File: config.mk
export PLATFORM = sky130hd
export DESIGN_NAME = link_power_monitor
export DESIGN_NICKNAME = d
export VERILOG_FILES = /design/src/rtl/lpm_pkg.sv /design/src/rtl/lpm_sync.sv /design/src/rtl/lpm_low_timer.sv /design/src/rtl/lpm_state_ctrl.sv /design/src/rtl/link_power_monitor.sv
export SDC_FILE = /design/constraint.sdc
export NUM_CORES = 1
export LEC_CHECK = 0
export BUFFER_PORTS_ARGS = -buffer_cell sky130_fd_sc_hd__buf_2
export CAP_MARGIN = 20
export CORE_UTILIZATION = 59
export CTS_BUF_LIST = sky130_fd_sc_hd__clkbuf_2
export CTS_CLUSTER_DIAMETER = 30
export DETAILED_ROUTE_END_ITERATION = 8
export GPL_TIMING_DRIVEN = 0
export PLACE_DENSITY_LB_ADDON = 0.15
export SLEW_MARGIN = 5
export SYNTH_ARGS = -nofsm -noshare
export SYNTH_HDL_FRONTEND = slang
export SYNTH_SLANG_ARGS = --single-unit
File: constraint.sdc
create_clock -name clk -period 2.1 [get_ports clk]
set_clock_uncertainty 0.15 [all_clocks]
set_input_delay 0.42 -clock clk [delete_from_list [all_inputs] [get_ports clk]]
set_output_delay 0.42 -clock clk [all_outputs]
set_load 0.005 [all_outputs]
File: src/rtl/lpm_pkg.sv
package lpm_pkg;

    typedef enum logic [1:0] {
        ST_ACTIVE   = 2'd0,
        ST_LP_RESET = 2'd1,
        ST_DISABLED = 2'd2
    } lpm_state_t;

    typedef struct packed {
        logic force_zero;
        logic ignore_req;
        logic phy_clk_en;
    } lpm_ctrl_t;

endpackage

File: src/rtl/lpm_sync.sv
module lpm_sync #(
    parameter int STAGES = 2
) (
    input  logic clk,
    input  logic rst_n,
    input  logic async_in,
    output logic sync_out
);
    logic [STAGES-1:0] chain_q;

    generate
        for (genvar g = 0; g < STAGES; g++) begin : g_stage
            if (g == 0) begin : g_first
                always_ff @(posedge clk or negedge rst_n) begin
                    if (!rst_n) chain_q[0] <= 1'b0;
                    else        chain_q[0] <= async_in;
                end
            end else begin : g_next
                always_ff @(posedge clk or negedge rst_n) begin
                    if (!rst_n) chain_q[g] <= 1'b0;
                    else        chain_q[g] <= chain_q[g-1];
                end
            end
        end
    endgenerate

    assign sync_out = chain_q[STAGES-1];
endmodule

File: src/rtl/lpm_low_timer.sv
module lpm_low_timer #(
    parameter int RESET_LIMIT   = 128,
    parameter int DISABLE_LIMIT = 1280
) (
    input  logic clk,
    input  logic rst_n,
    input  logic level_s,
    output logic over_reset,
    output logic over_disable
);
    localparam int SAT   = DISABLE_LIMIT + 1;
    localparam int CNT_W = $clog2(SAT + 1);

    logic [CNT_W-1:0] run_q;

    always_ff @(posedge clk or negedge rst_n) begin
        if (!rst_n)                        run_q <= '0;
        else if (level_s)                  run_q <= '0;
        else if (run_q != CNT_W'(SAT))     run_q <= run_q + 1'b1;
    end

    assign over_reset   = (run_q > CNT_W'(RESET_LIMIT));
    assign over_disable = (run_q > CNT_W'(DISABLE_LIMIT));
endmodule

File: src/rtl/lpm_state_ctrl.sv
module lpm_state_ctrl
    import lpm_pkg::*;
(
    input  logic       clk,
    input  logic       rst_n,
    input  logic       level_s,
    input  logic       over_reset,
    input  logic       over_disable,
    output lpm_state_t state,
    output lpm_ctrl_t  ctrl
);
    lpm_state_t state_q, state_d;

    always_comb begin
        state_d = state_q;
        unique case (state_q)
            ST_ACTIVE: begin
                if (!level_s && over_reset) state_d = ST_LP_RESET;
            end
            ST_LP_RESET: begin
                if (level_s)           state_d = ST_ACTIVE;
                else if (over_disable) state_d = ST_DISABLED;
            end
            ST_DISABLED: begin
                if (level_s) state_d = ST_ACTIVE;
            end
            default: state_d = ST_DISABLED;
        endcase
    end

    always_ff @(posedge clk or negedge rst_n) begin
        if (!rst_n) state_q <= ST_DISABLED;
        else        state_q <= state_d;
    end

    always_comb begin
        ctrl = '{force_zero: 1'b1, ignore_req: 1'b1, phy_clk_en: 1'b0};
        unique case (state_q)
            ST_ACTIVE:   ctrl = '{force_zero: 1'b0, ignore_req: 1'b0, phy_clk_en: 1'b1};
            ST_LP_RESET: ctrl = '{force_zero: 1'b1, ignore_req: 1'b1, phy_clk_en: 1'b1};
            ST_DISABLED: ctrl = '{force_zero: 1'b1, ignore_req: 1'b1, phy_clk_en: 1'b0};
            default:     ctrl = '{force_zero: 1'b1, ignore_req: 1'b1, phy_clk_en: 1'b0};
        endcase
    end

    assign state = state_q;
endmodule

File: src/rtl/link_power_monitor.sv
module link_power_monitor
    import lpm_pkg::*;
#(
    parameter int RESET_LIMIT   = 128,
    parameter int DISABLE_LIMIT = 1280
) (
    input  logic clk,
    input  logic rst_n,
    input  logic lps_in,
    input  logic link_ctrl,
    output logic force_zero,
    output logic ignore_req,
    output logic phy_clk_en,
    output logic link_active
);
    localparam int SYNC_DEPTH = 2;

    logic       lps_s;
    logic       over_reset;
    logic       over_disable;
    lpm_state_t state;
    lpm_ctrl_t  ctrl;

    lpm_sync #(.STAGES(SYNC_DEPTH)) sync_i (
        .clk      (clk),
        .rst_n    (rst_n),
        .async_in (lps_in),
        .sync_out (lps_s)
    );

    lpm_low_timer #(
        .RESET_LIMIT   (RESET_LIMIT),
        .DISABLE_LIMIT (DISABLE_LIMIT)
    ) timer_i (
        .clk          (clk),
        .rst_n        (rst_n),
        .level_s      (lps_s),
        .over_reset   (over_reset),
        .over_disable (over_disable)
    );

    lpm_state_ctrl fsm_i (
        .clk          (clk),
        .rst_n        (rst_n),
        .level_s      (lps_s),
        .over_reset   (over_reset),
        .over_disable (over_disable),
        .state        (state),
        .ctrl         (ctrl)
    );

    assign force_zero  = ctrl.force_zero;
    assign ignore_req  = ctrl.ignore_req;
    assign phy_clk_en  = ctrl.phy_clk_en;
    assign link_active = link_ctrl && (state == ST_ACTIVE);
endmodule

==> impl_metrics.toml, run 1 <==
[route]
via_per_inst = 5.89
vias = 666
ant_nets = 0
drt-total-wl_um = 1600
drt-initial-drc-count = 25
dr.pass1.iters = 5
drc = 0
wire_per_inst_um = 14.2

[grt]
grt_pass1_wl_um = 2460
track_usage_pct = 24.3
grt_max_degree = 16
grt_pass1_vias = 566
antenna_found_initial = 0
grt_overflow = 0

[synthesis]
synth_edf_count = 0
async_flop_share_pct = 100
ys.flop_type = "dfrtp_1"
seq_area_frac_synth_pct = 44.8
synth_top_area_share_pct = 41.7
synth-seq-cells = 15
synth_cell_types = 31
synth_common_cells = "dfrtp_1 (14), inv_1 (9), a21oi_1 (6), nand2_1 (6), nor2_1 (6)"
synthTopCellsByArea = "dfrtp_1 (42%), ha_1 (4.5%), or4_1 (4.5%)"
syn_inst = 86
synth.avg_cell_area_um2 = 9.78
yosysWarningCount = 0
synth.most_common_cell = "dfrtp_1"
synth_top_area_cell = "dfrtp_1"
synth_fp_nets = 93
netlist_area_um2 = 841

[cells_and_area]
fin_nets = 106
antennaDiodeCount = 0
drive_above_1_share_pct = 20.4
layout.cells.non_filler = 113
syn_to_final_growth_pct = 9.97

[timing]
min_period_over_period_pct = 94.4
fmax_ghz = 0.504
hold_viol_final = 0
finalSetupViolCount = 0
slew_headroom_pct = 71.7
maxSlewViolCount = 0
rsz0062_at_grt = "no"
setup-tns-final_ns = 0
layout_setup_ws_ns = 0.117
period_needed_ns = 1.98
worstMarginPinSlew_ns = 0.424

[clock_tree]
path_clk_slew_ns = 0.14
cts_root_buf = "clkbuf_2"
clk_latency_ns = 0.29
cts_tree = "done"
cts_resized = 0
clock_sinks = 15
post-cts-setup-buffers = 0
htreeDepth = 1
numCtsBuffers = 3
cts_buffer_depth = 2

[power_and_ir_drop]
ir_drop_uv = 358
power_density_nw_per_um2 = 526
p_leak_uw = 0.000395

[die]
pin_count = 8
initial_core_util_pct = 63.8
dieArea_um2 = 1580
die_y_um = 39.8
num_rows = 13
chipWidth_um = 39.8
core_area_um2 = 1320

[worst_setup_path]
cp-start-kind = "flip-flop"
critPathKind = "flip-flop to flip-flop"
required_ns = 2.12
endpoint_kind = "flip-flop"
worstPathArrival_ns = 2.01
path_max_fanout = 7
rr_worst_depth = 3

[worst_hold_path]
min_path_cells = 1
hold_path_class = "primary input to flip-flop"

[placed_design]
place_worst_setup_slack_ns = 0.140
dp_cells = 108
hpwl_um = 1130
gp_congestion = 0.731
portBuffers = 7

[outcome]
outcome = "completed"

[flow_run]
cap_violations = 0
-- state kept, by name (all words and copies together) (netlist names) --
name	count
sync_i.sync_out	1
timer_i.run_q	11
fsm_i.state	2
sync_i.chain_q	1
-- through the flow --
step	power (µW)	area (µm²)	utilization, %	hold WS [ns]
2_1_floorplan	334	841	-	-0.0256
3_3_place_gp	349	895	67.9	0.185
3_5_place_dp	352	895	67.9	0.185
4_1_cts	489	925	70.2	0.0863
5_1_grt	508	925	70.2	0.0605
6_report	486	925	70.2	0.0955
-- critical path, stage by stage, from the launching register on --
cell and delay [ns]:
dfrtp_1 0.46, or4_4 0.60, nor4b_4 0.34, mux2_4 0.33
-- placed cells by master (no fill, tap or decap), drive strengths merged --
cell | netlist | routed
clkbuf | 1 | 4
nand4 | 3 | 3
o211ai | 1 | 1
o31ai | 4 | 4
nand2b | 1 | 1
nor4b | 1 | 1
dfstp | 1 | 1
or3 | 3 | 3
nand3 | 5 | 5
nand2 | 6 | 6
buf | 2 | 9
clkinv | 0 | 1
nor2 | 6 | 6
and3 | 1 | 1
mux2i | 1 | 1
or4 | 6 | 6
a21oi | 6 | 6
dlygate4sd3 | 0 | 1
inv | 9 | 9
o21ai | 4 | 4
or3b | 1 | 1
dfrtp | 14 | 14
o2111ai | 1 | 1
mux2 | 1 | 1
o22ai | 1 | 1
xnor2 | 1 | 1
nand4bb | 1 | 1
ha | 3 | 3
nor4 | 1 | 1
xor2 | 1 | 1
-- where the power goes --
part	internal, µW	switching, µW	leakage (µW)
registers	296	7.71	0.000199
logic	18.1	26.0	0.000180
clock network	43.2	96.0	0.0000164
-- cell type report --
| cell class | instances | area, µm² |
|---|---|---|
| fill | 98 | 393 |
| timing repair buffer | 8 | 45.0 |
| sequential | 15 | 377 |
| clock buffer | 3 | 15.0 |
| multi-input combinational | 59 | 408 |
| clock inverter | 1 | 5.00 |
| buffer | 3 | 22.5 |
| inverter | 9 | 33.8 |
| tap | 15 | 18.8 |
-- layer usage --
layer / up-vias / share of wire (%) / GRT usage, %
li1: 338 / - / -
met1: 315 / 47 / 29.2
met2: 11 / 50 / 41.0
met3: 2 / 2.5 / 5.11
met4: 0 / 0.81 / 10.3
met5: - / 0 / 0
-- timing repair --
action | 4_1_cts | 5_1_grt
hold buffers | 1 | 0
endpoints found under the hold margin | 14 | 0
setup endpoints to repair | 0 | 0
-- worst paths after layout --
| path | startpoint | endpoint | slack, ns |
|---|---|---|---|
| max | timer_i.run_q[5] | timer_i.run_q[0] | 0.12 |
| min | lps_in | sync_i.chain_q[0] | 0.1 |
| max reg2reg | timer_i.run_q[5] | timer_i.run_q[0] | 0.12 |
| min reg2reg | sync_i.chain_q[0] | sync_i.sync_out | 0.22 |
| max in group asynchronous | rst_n | fsm_i.state[1] | 1.11 |
| min in group asynchronous | rst_n | fsm_i.state[0] | 0.39 |
-- cell families (layout without fill, tap and decap cells) --
kind of cell               Yosys count  count (layout)  synth area share [%]
and+or+nand+nor                     35              35                  26.8
buffers and inverters               12              24                  6.70
adders and majority gates            3               3                  4.46
DFF                                 15              15                  44.8
muxes                                2               2                  2.98
AOI/OAI and AO/OA                   17              17                  12.2
xor gates and xnor gates             2               2                  2.08
No activity file was read; power rests on OpenSTA's default activity.
==> run 2, diff against run 1 <==
Settings changed: RECOVER_POWER set to 100.
==> run 2 against run 1 <==
  * Largest power group unchanged
  * First-iteration DRC count increased by 12%
  * Critical endpoint unchanged
  * Sequential power barely moved
  * Sequential share of layout area grew 0.33 points
  * Largest cell class unchanged
  * Utilization is 0.57 points lower
  * Global-route usage stayed put
  * Critical path depth unchanged
  * Fmax down 0.64%
==> impl_metrics.toml, run 2 (same netlist as run 1, synthesis figures left out) <==
[clock_tree]
numCtsBuffers = 3
clk_latency_ns = 0.29
post-cts-setup-buffers = 0
clock_sinks = 15
cts_buffer_depth = 2
path_clk_slew_ns = 0.14
cts_root_buf = "clkbuf_2"
cts_tree = "done"
htreeDepth = 1

[worst_setup_path]
r2r_setup_slack_ns = 0.10
path_max_fanout = 7
required_ns = 2.12
endpoint_kind = "flip-flop"
worstPathArrival_ns = 2.02
reg2reg_from = "timer_i.run_q[5]"
crit_slowest_cell = "or4_4"
cp_slowest_stage_delay_ns = 0.60
cp-start-kind = "flip-flop"
rr_worst_depth = 3
crit_chain = "or4_4 -> nor4b_4 -> mux2_1"
r2r-end = "timer_i.run_q[0]"
critPathKind = "flip-flop to flip-flop"

[route]
drt-initial-drc-count = 28
dr.pass1.iters = 4
ant_nets = 0
wire_per_inst_um = 14.1
drt-total-wl_um = 1600
drc = 0
via_per_inst = 5.90
vias = 667

[timing]
slew_headroom_pct = 45.4
hold_viol_final = 0
period_needed_ns = 2.00
worstMarginPinSlew_ns = 0.819
finalSetupViolCount = 0
layout_setup_ws_ns = 0.104
min_period_over_period_pct = 95.0
setup-tns-final_ns = 0
maxSlewViolCount = 0
rsz0062_at_grt = "no"
fmax_ghz = 0.501

[grt]
use_met1_pct = 29.2
antenna_found_initial = 0
met3_usage_pct = 5.11
grt_pass1_wl_um = 2460
grtUsageMet2_pct = 41.0
track_usage_pct = 24.3
busiest_layer = "met2"
grt_max_degree = 16
grt_overflow = 0
grt_pass1_vias = 566

[placed_design]
portBuffers = 7
place_worst_setup_slack_ns = 0.140
gp_congestion = 0.731
dpl-instance-area_um2 = 895
hpwl_um = 1130

[power_and_ir_drop]
power_density_nw_per_um2 = 529
p_leak_uw = 0.000383
ir_drop_uv = 357
p_total_uw = 485

[cells_and_area]
syn_to_final_growth_pct = 9.08
fill_cells = 103
fin_nets = 106
final_common_cell = "dfrtp_1"
antennaDiodeCount = 0
mostFrequentLayoutCells = "dfrtp_1 (14), inv_1 (9), nand2_1 (6), a21oi_1 (6), nor2_1 (6)"
post-route-util_pct = 69.6
final_area_um2 = 917
drive_above_1_share_pct = 15.3
largest_reg_flops = 11
top_register = "timer_i.run_q"

[die]
num_rows = 13
dieArea_um2 = 1580
initial_core_util_pct = 63.8
core_area_um2 = 1320
pin_count = 8
die_y_um = 39.8
chipWidth_um = 39.8

[flow_run]
cap_violations = 0

[worst_hold_path]
hold_path_class = "primary input to flip-flop"
min_path_cells = 1
hold_end = "sync_i.chain_q[0]"
worstHoldStart = "lps_in"

[outcome]
outcome = "completed"
## run 2: critical path, delay by kind of cell (launching register included)
family           cells  cell delay [ns]
and+or+nand+nor      2             0.93
DFF                  1             0.46
muxes                1             0.35
## run 2: final cells by class
cell class / count / area (µm²) / share of cell area, %
Timing Repair Buffer: 8 / 41.3 / 4.50
Buffer: 3 / 22.5 / 2.46
Inverter: 9 / 33.8 / 3.68
Clock buffer: 3 / 15.0 / 1.64
Sequential cell: 15 / 377 / 41.1
Tap cell: 15 / 18.8 / 2.05
Clock inverter: 1 / 5.00 / 0.546
Multi-Input combinational cell: 59 / 404 / 44.1
## run 2: per-layer routing
layer,up-vias,wire length [µm]
met5,-,0
met4,0,13
met3,2,57
met2,17,780
met1,310,744
li1,338,-
## run 2: where the power goes
| part | internal (µW) | leakage (µW) | switching (µW) |
|---|---|---|---|
| Combinational | 16.6 | 0.000167 | 26.0 |
| Sequential | 295 | 0.000199 | 7.75 |
| Clock | 43.2 | 0.0000164 | 95.8 |
| Total | 355 | 0.000383 | 130 |
## run 2: metrics by stage
stage	hold slack, ns	std cells
floorplan	-0.0256	86
global placement	0.185	108
detailed placement	0.185	108
CTS	0.0863	113
global route	0.0605	113
finish	0.0956	113
## run 2: worst max path at each step
stage                                 from          endpoint  slack (ns)  cells after the start
after detailed placement  timer_i.run_q[5]  timer_i.run_q[0]        0.14                      3
after global placement    timer_i.run_q[5]  timer_i.run_q[0]        0.15                      3
after CTS                 timer_i.run_q[5]  timer_i.run_q[0]        0.12                      3
final                     timer_i.run_q[5]  timer_i.run_q[0]        0.10                      3
after global routing      timer_i.run_q[5]  timer_i.run_q[0]        0.07                      3
after floorplan           timer_i.run_q[5]  timer_i.run_q[0]        0.23                      3
## run 2: what timing repair did
item                                   in CTS  in global routing
hold buffers                                1                  0
endpoints found under the hold margin      14                  0
resized for setup                           0                  0
setup endpoints to repair                   0                  0
